[src/rtl/ldw_pkg.sv]
package ldw_pkg;

  typedef enum logic [2:0] {
    S_IDLE,
    S_PARK,
    S_HOLD,
    S_CHECK,
    S_HDR,
    S_SETUP,
    S_FETCH,
    S_SEND
  } walkState_e;

  // strobes from control to datapath
  typedef struct packed {
    logic loadStart;
    logic saveBase;
    logic saveTerm;
    logic clearUsed;
    logic charge;
    logic hdrRead;
    logic capHdr;
    logic startPayload;
    logic wordRead;
    logic wordDone;
    logic advance;
  } walkCtl_t;

  // status from datapath to control
  typedef struct packed {
    logic spent;
    logic fault;
    logic lenZero;
    logic lastWord;
    logic nextIsTerm;
  } walkStat_t;

endpackage

[src/rtl/ldw_datapath.sv]
module ldw_datapath
  import ldw_pkg::*;
#(
  parameter int          ADDR_W    = 24,
  parameter int          DATA_W    = 32,
  parameter int          LEN_W     = 8,
  parameter int          BUDGET_W  = 16,
  parameter int unsigned MEM_BYTES = 32'd8388608
) (
  input  logic                clk,
  input  logic                rstN,
  input  walkCtl_t            ctl,
  input  logic [ADDR_W-1:0]   startAddr,
  input  logic [BUDGET_W-1:0] budget,
  input  logic [DATA_W-1:0]   memRdData,
  output logic [ADDR_W-1:0]   memRdAddr,
  output logic [ADDR_W-1:0]   baseAddr,
  output walkStat_t           st
);
  localparam logic [ADDR_W-1:0] ALIGN_MASK = {{(ADDR_W-2){1'b1}}, 2'b00};
  localparam logic [ADDR_W-1:0] END_PTR    = '1;
  localparam logic [ADDR_W-1:0] WORD_STEP  = ADDR_W'(4);
  localparam logic [ADDR_W:0]   MEM_LIMIT  = (ADDR_W+1)'(MEM_BYTES);

  logic [ADDR_W-1:0]   curAddr, baseReg, hdrNext, wordAddr;
  logic [LEN_W-1:0]    hdrCount, remain;
  logic [BUDGET_W-1:0] used;
  logic [ADDR_W-1:0]   curAligned;
  logic [ADDR_W:0]     fetchEnd;

  assign curAligned = curAddr & ALIGN_MASK;
  assign fetchEnd   = {1'b0, curAligned} + (ADDR_W+1)'(4);
  assign memRdAddr  = ctl.wordRead ? wordAddr : curAligned;
  assign baseAddr   = baseReg;

  assign st.spent      = (used >= budget);
  assign st.fault      = (fetchEnd > MEM_LIMIT);
  assign st.lenZero    = (hdrCount == '0);
  assign st.lastWord   = (remain == LEN_W'(1));
  assign st.nextIsTerm = (hdrNext == END_PTR);

  always_ff @(posedge clk or negedge rstN) begin
    if (!rstN) begin
      curAddr  <= '0;
      baseReg  <= '0;
      hdrNext  <= '0;
      hdrCount <= '0;
      wordAddr <= '0;
      remain   <= '0;
      used     <= '0;
    end else begin
      if (ctl.loadStart) begin
        curAddr <= startAddr;
        baseReg <= startAddr;
      end
      if (ctl.saveBase) baseReg <= curAddr;
      if (ctl.saveTerm) baseReg <= END_PTR;
      if (ctl.capHdr) begin
        hdrCount <= memRdData[DATA_W-1 -: LEN_W];
        hdrNext  <= memRdData[ADDR_W-1:0];
      end
      if (ctl.startPayload) begin
        wordAddr <= (curAligned + WORD_STEP) & ALIGN_MASK;
        remain   <= hdrCount;
      end
      if (ctl.wordDone) begin
        wordAddr <= (wordAddr + WORD_STEP) & ALIGN_MASK;
        remain   <= remain - LEN_W'(1);
      end
      if (ctl.advance) curAddr <= hdrNext;
      if (ctl.clearUsed)                  used <= '0;
      else if (ctl.charge && used != '1) used <= used + BUDGET_W'(1);
    end
  end

endmodule

[src/rtl/ldw_control.sv]
module ldw_control
  import ldw_pkg::*;
#(
  parameter int HDR_CYC   = 10,
  parameter int SETUP_CYC = 5,
  parameter int HOLDOFF   = 100
) (
  input  logic      clk,
  input  logic      rstN,
  input  logic      startWr,
  input  logic      devReq,
  input  logic      sinkReady,
  input  walkStat_t st,
  output walkCtl_t  ctl,
  output logic      memRdEn,
  output logic      sinkValid,
  output logic      busy,
  output logic      doneIrq,
  output logic      busErr
);
  localparam int PH_MAX0 = (HDR_CYC > SETUP_CYC) ? HDR_CYC : SETUP_CYC;
  localparam int PH_MAX  = (HOLDOFF > PH_MAX0) ? HOLDOFF : PH_MAX0;
  localparam int PH_W    = $clog2(PH_MAX + 1);

  walkState_e      state, stateNx;
  logic [PH_W-1:0] phase, phaseNx;
  logic            doneNx, errNx;

  assign busy      = (state != S_IDLE);
  assign sinkValid = (state == S_SEND);
  assign memRdEn   = ctl.hdrRead | ctl.wordRead;

  always_comb begin
    ctl     = '0;
    stateNx = state;
    phaseNx = phase;
    doneNx  = 1'b0;
    errNx   = 1'b0;
    unique case (state)
      S_IDLE: begin
        if (startWr) begin
          ctl.loadStart = 1'b1;
          stateNx       = S_PARK;
        end
      end
      S_PARK: begin
        if (devReq) begin
          ctl.clearUsed = 1'b1;
          stateNx       = S_CHECK;
        end
      end
      S_HOLD: begin
        if (phase == '0) begin
          ctl.clearUsed = 1'b1;
          stateNx       = S_CHECK;
        end else begin
          phaseNx = phase - PH_W'(1);
        end
      end
      S_CHECK: begin
        if (!devReq) begin
          ctl.saveBase = 1'b1;
          stateNx      = S_PARK;
        end else if (st.spent) begin
          ctl.saveBase = 1'b1;
          stateNx      = S_HOLD;
          phaseNx      = PH_W'(HOLDOFF - 1);
        end else if (st.fault) begin
          ctl.saveBase = 1'b1;
          errNx        = 1'b1;
          stateNx      = S_IDLE;
        end else begin
          stateNx = S_HDR;
          phaseNx = PH_W'(HDR_CYC - 1);
        end
      end
      S_HDR: begin
        ctl.charge  = 1'b1;
        ctl.hdrRead = (phase == PH_W'(HDR_CYC - 1));
        ctl.capHdr  = (phase == PH_W'(HDR_CYC - 2));
        if (phase != '0) begin
          phaseNx = phase - PH_W'(1);
        end else if (!st.lenZero) begin
          stateNx = S_SETUP;
          phaseNx = PH_W'(SETUP_CYC - 1);
        end else begin
          ctl.advance = 1'b1;
          if (st.nextIsTerm) begin
            ctl.saveTerm = 1'b1;
            doneNx       = 1'b1;
            stateNx      = S_IDLE;
          end else begin
            stateNx = S_CHECK;
          end
        end
      end
      S_SETUP: begin
        ctl.charge = 1'b1;
        if (phase == '0) begin
          ctl.startPayload = 1'b1;
          stateNx          = S_FETCH;
        end else begin
          phaseNx = phase - PH_W'(1);
        end
      end
      S_FETCH: begin
        ctl.charge   = 1'b1;
        ctl.wordRead = 1'b1;
        stateNx      = S_SEND;
      end
      S_SEND: begin
        ctl.charge = 1'b1;
        if (sinkReady) begin
          ctl.wordDone = 1'b1;
          if (!st.lastWord) begin
            stateNx = S_FETCH;
          end else begin
            ctl.advance = 1'b1;
            if (st.nextIsTerm) begin
              ctl.saveTerm = 1'b1;
              doneNx       = 1'b1;
              stateNx      = S_IDLE;
            end else begin
              stateNx = S_CHECK;
            end
          end
        end
      end
      default: stateNx = S_IDLE;
    endcase
  end

  always_ff @(posedge clk or negedge rstN) begin
    if (!rstN) begin
      state   <= S_IDLE;
      phase   <= '0;
      doneIrq <= 1'b0;
      busErr  <= 1'b0;
    end else begin
      state   <= stateNx;
      phase   <= phaseNx;
      doneIrq <= doneNx;
      busErr  <= errNx;
    end
  end

endmodule

[src/rtl/ldw_walker.sv]
module ldw_walker
  import ldw_pkg::*;
#(
  parameter int          ADDR_W    = 24,
  parameter int          DATA_W    = 32,
  parameter int          LEN_W     = 8,
  parameter int          BUDGET_W  = 16,
  parameter int          HDR_CYC   = 10,
  parameter int          SETUP_CYC = 5,
  parameter int          HOLDOFF   = 100,
  parameter int unsigned MEM_BYTES = 32'd8388608
) (
  input  logic                clk,
  input  logic                rstN,
  input  logic                startWr,
  input  logic [ADDR_W-1:0]   startAddr,
  input  logic                devReq,
  input  logic [BUDGET_W-1:0] budget,
  output logic                memRdEn,
  output logic [ADDR_W-1:0]   memRdAddr,
  input  logic [DATA_W-1:0]   memRdData,
  output logic                sinkValid,
  output logic [DATA_W-1:0]   sinkData,
  input  logic                sinkReady,
  output logic                busy,
  output logic [ADDR_W-1:0]   baseAddr,
  output logic                doneIrq,
  output logic                busErr
);
  walkCtl_t  ctl;
  walkStat_t st;

  // memory holds read data until the next read, so the sink sees it directly
  assign sinkData = memRdData;

  ldw_control #(
    .HDR_CYC(HDR_CYC), .SETUP_CYC(SETUP_CYC), .HOLDOFF(HOLDOFF)
  ) u_ctrl (
    .clk(clk), .rstN(rstN), .startWr(startWr), .devReq(devReq),
    .sinkReady(sinkReady), .st(st), .ctl(ctl), .memRdEn(memRdEn),
    .sinkValid(sinkValid), .busy(busy), .doneIrq(doneIrq), .busErr(busErr)
  );

  ldw_datapath #(
    .ADDR_W(ADDR_W), .DATA_W(DATA_W), .LEN_W(LEN_W),
    .BUDGET_W(BUDGET_W), .MEM_BYTES(MEM_BYTES)
  ) u_dp (
    .clk(clk), .rstN(rstN), .ctl(ctl), .startAddr(startAddr),
    .budget(budget), .memRdData(memRdData), .memRdAddr(memRdAddr),
    .baseAddr(baseAddr), .st(st)
  );

endmodule

[config.mk]
export PLATFORM = sky130hd
export DESIGN_NAME = ldw_walker
export DESIGN_NICKNAME = d
export VERILOG_FILES = /design/src/rtl/ldw_pkg.sv /design/src/rtl/ldw_datapath.sv /design/src/rtl/ldw_control.sv /design/src/rtl/ldw_walker.sv
export SDC_FILE = /design/constraint.sdc
export NUM_CORES = 1
export LEC_CHECK = 0
export BUFFER_PORTS_ARGS = -buffer_cell sky130_fd_sc_hd__buf_4
export CAP_MARGIN = 10
export CORE_MARGIN = 2
export CORE_UTILIZATION = 45
export DETAILED_ROUTE_END_ITERATION = 6
export PLACE_DENSITY_LB_ADDON = 0.25
export SYNTH_ARGS = -nofsm -noshare
export SYNTH_HDL_FRONTEND = slang
export SYNTH_SLANG_ARGS = --single-unit
[constraint.sdc]
create_clock -name clk -period 5 [get_ports clk]
set_input_delay 0.25 -clock clk [delete_from_list [all_inputs] [get_ports clk]]
set_output_delay 0.25 -clock clk [all_outputs]
set_load 0.005 [all_outputs]
==> metrics.csv <==
metric,value,unit
outcome,completed,
io_pins,162,
first_iter_violations,655,
r2r_start,u_ctrl.phase[0],
synth_top_cell_by_area,dfrtp_1,
clock_skew,0.0134,ns
clock_sinks,138,
finalMaxSlewViolations,0,
grt_pass1_wl,37.8,mm
grt_overflow,0,
syn_to_final_growth,19.5,%
grt_usage,24.2,%
clockBufferDepth,2,
cp-startpoint,u_ctrl.phase[0],
hp-class,in -> reg,
io_buffer_count,159,
drt_pass1_iterations,5,
async_reset_ff_share,100,%
htree_levels,4,
synth_edf_count,0,
grt_pass1_vias,6952,
core_area,0.0181,sq mm
vias_per_cell,6.10,
met3_usage,5.06,%
initial_core_util,46.3,%
worst-setup-path-type,reg -> reg,
slew_headroom,22.5,%
power.density,584,mW/mm^2
diodes,0,
cp-endpoint,u_dp.baseAddr[15],
crit_path_start_kind,flip-flop,
crit_family,simple AND/OR/NAND/NOR gates,
drive_above_1_share,26.8,%
ys_warn_count,0,
grt_max_degree,80,
yosysTopAreaCellShare,41.3,%
ff2ff_setup_slack,1.39,ns
drt-total-wl,23.8,mm
finalHoldViolCount,0,
critPathMaxFanout,25,
setup_ws,1.39,ns
via_count,7492,
gp_congestion,0.843,
power.leakage,0.00450,uW
final_util,55.3,%
cp_slowest_cell,nand3_1,
tritoncts,done,
antenna_found_initial,0,
die_w,140,microns
ys_ff_latch,138,
dp_hpwl,16.3,mm
final_cells,1229,
cts.clk_slew.worst_paths,0.07,ns
cp.buffers_inverters,1,
grt_setup_unrepaired,no,
syn_area_per_cell,9.36,sq um
rows,49,
critPathRequiredTime,5.32,ns
period_share,72.3,%
post_drt_wl_per_cell,19.3,microns
ys_seq_area_share,41.3,%
critical_path_arrival,3.93,ns
grt_use_met1,34.3,%
synthCells,894,
fin_nets,1086,
busiest_layer,met2,
dpl_worst_slack,1.43,ns
drc,0,
fin_crit,3.61,ns
syn_area,0.00837,sq mm
post_cts_resized,0,
synthTopCellsByArea,"dfrtp_1, mux2_2, a21oi_1",
most-common-layout-cells,"buf_4, dfrtp_1, nand2_1",
peakVddDrop,0.265,mV
met2_usage,37.4,%
cts_made_buffers,17,
finalSetupViolCount,0,
tns,0,ns
clock_latency,0.42,ns
ant_nets,0,
max_cap_violations,0,
worst_slew_pin_slew,1.16,ns
path_cells,inv_1 > ha_1 > or3b_1 > nor2_2 > nand2_1 > o32ai_4 > nand3_1 > a31oi_1,
postCtsSetupRepairBufs,0,
max_stage_delay,0.90,ns
root_buffer,clkbuf_16,
clock.fmax,277,MHz
final_common_cell,buf_4,
total_power,5840,uW
rr_worst_depth,8,
die_area,0.0197,sq mm
synth_ff_type,dfrtp_1,
die_h,140,microns
place_inst,1196,
endpoint_kind,flip-flop,
timing.rr.end,u_dp.baseAddr[15],
cp.depth,8,
yosysUniqueCellTypes,70,
## what timing repair did
action,in CTS,in global routing
hold endpoints to repair,78,0
setup endpoints to repair,0,0
hold buffers,1,0
## cell type report
type / instances / area (sq um)
repair buffers: 168 / 1270
flip-flops and latches: 138 / 3450
clock inverters: 13 / 131
well taps: 229 / 287
clock buffers: 19 / 443
fillers: 1618 / 8090
inverters: 33 / 124
multi-input cells: 629 / 4300
## flip-flops by register name (all words and copies together), names as in the netlist, 3 cells and up
signal and cells:
u_dp.baseAddr 24, u_dp.curAddr 24, u_dp.hdrNext 24, u_dp.wordAddr 22
u_dp.used 16, u_dp.hdrCount 8, u_dp.remain 8, u_ctrl.phase 7
u_ctrl.state 3
## power breakdown
| part | switching, uW | total (uW) | internal (uW) |
|---|---|---|---|
| registers | 708 | 2320 | 1610 |
| clock network | 534 | 1250 | 713 |
| logic | 1090 | 2270 | 1180 |
## how the worst min path moves through the flow
stage | from | slack (ns) | depth (start not counted) | end
2_1_floorplan | rstN | -0.05 | 0 | u_ctrl.busErr
3_3_place_gp | rstN | 0.35 | 1 | u_dp.remain[4]
3_5_place_dp | rstN | 0.35 | 1 | u_dp.hdrCount[4]
4_1_cts | memRdData[6] | 0.05 | 2 | u_dp.hdrNext[6]
5_1_grt | memRdData[3] | 0.05 | 2 | u_dp.hdrNext[3]
6_report | memRdData[6] | 0.07 | 2 | u_dp.hdrNext[6]
## Yosys cell counts (all sizes together) (6+ instances only)
cell    count
nand3      36
ha         22
clkbuf     35
o21ai      38
or3         7
mux2       53
xor2       13
nand2      64
o21a        7
nor3       42
nand2b      6
mux2i      19
nand4      24
a31oi      35
and3       31
and4        6
a221o      25
inv        32
buf        60
nor2       49
a211oi      6
a21oi      59
dfrtp     138
## worst register-to-register path: stages (launching register included)
cell	delay [ns]
dfrtp_1	0.42
inv_1	0.08
ha_1	0.19
or3b_1	0.53
nor2_2	0.20
nand2_1	0.13
o32ai_4	0.60
nand3_1	0.91
a31oi_1	0.46
## per-stage QoR
stage / hold WS (ns) / instance area [sq um]
final: 0.0656 / 10000
after global placement: 0.348 / 9420
after CTS: 0.0532 / 10000
after floorplan: -0.0456 / 8370
after detailed placement: 0.350 / 9420
after global routing: 0.0520 / 10000
## layer usage
| layer | part of all wire, % | wire (microns) | vias to the layer above |
|---|---|---|---|
| li1 | - | - | 3494 |
| met5 | 0 | 0 | - |
| met4 | 1.7 | 399 | 0 |
| met2 | 47 | 11100 | 296 |
| met1 | 45 | 10700 | 3674 |
| met3 | 6.9 | 1640 | 28 |
## logic make-up after synthesis
logic type,synth area share [%]
AND/OR/NAND/NOR,18.2
flip-flops,41.3
XOR/XNOR,1.57
multiplexers,9.40
adder cells (fa/ha/maj),3.29
AO/OA/AOI/OAI,18.7
buffers and inverters,7.55
other,0.0448
Note: power is estimated with default switching activity, not from simulation.
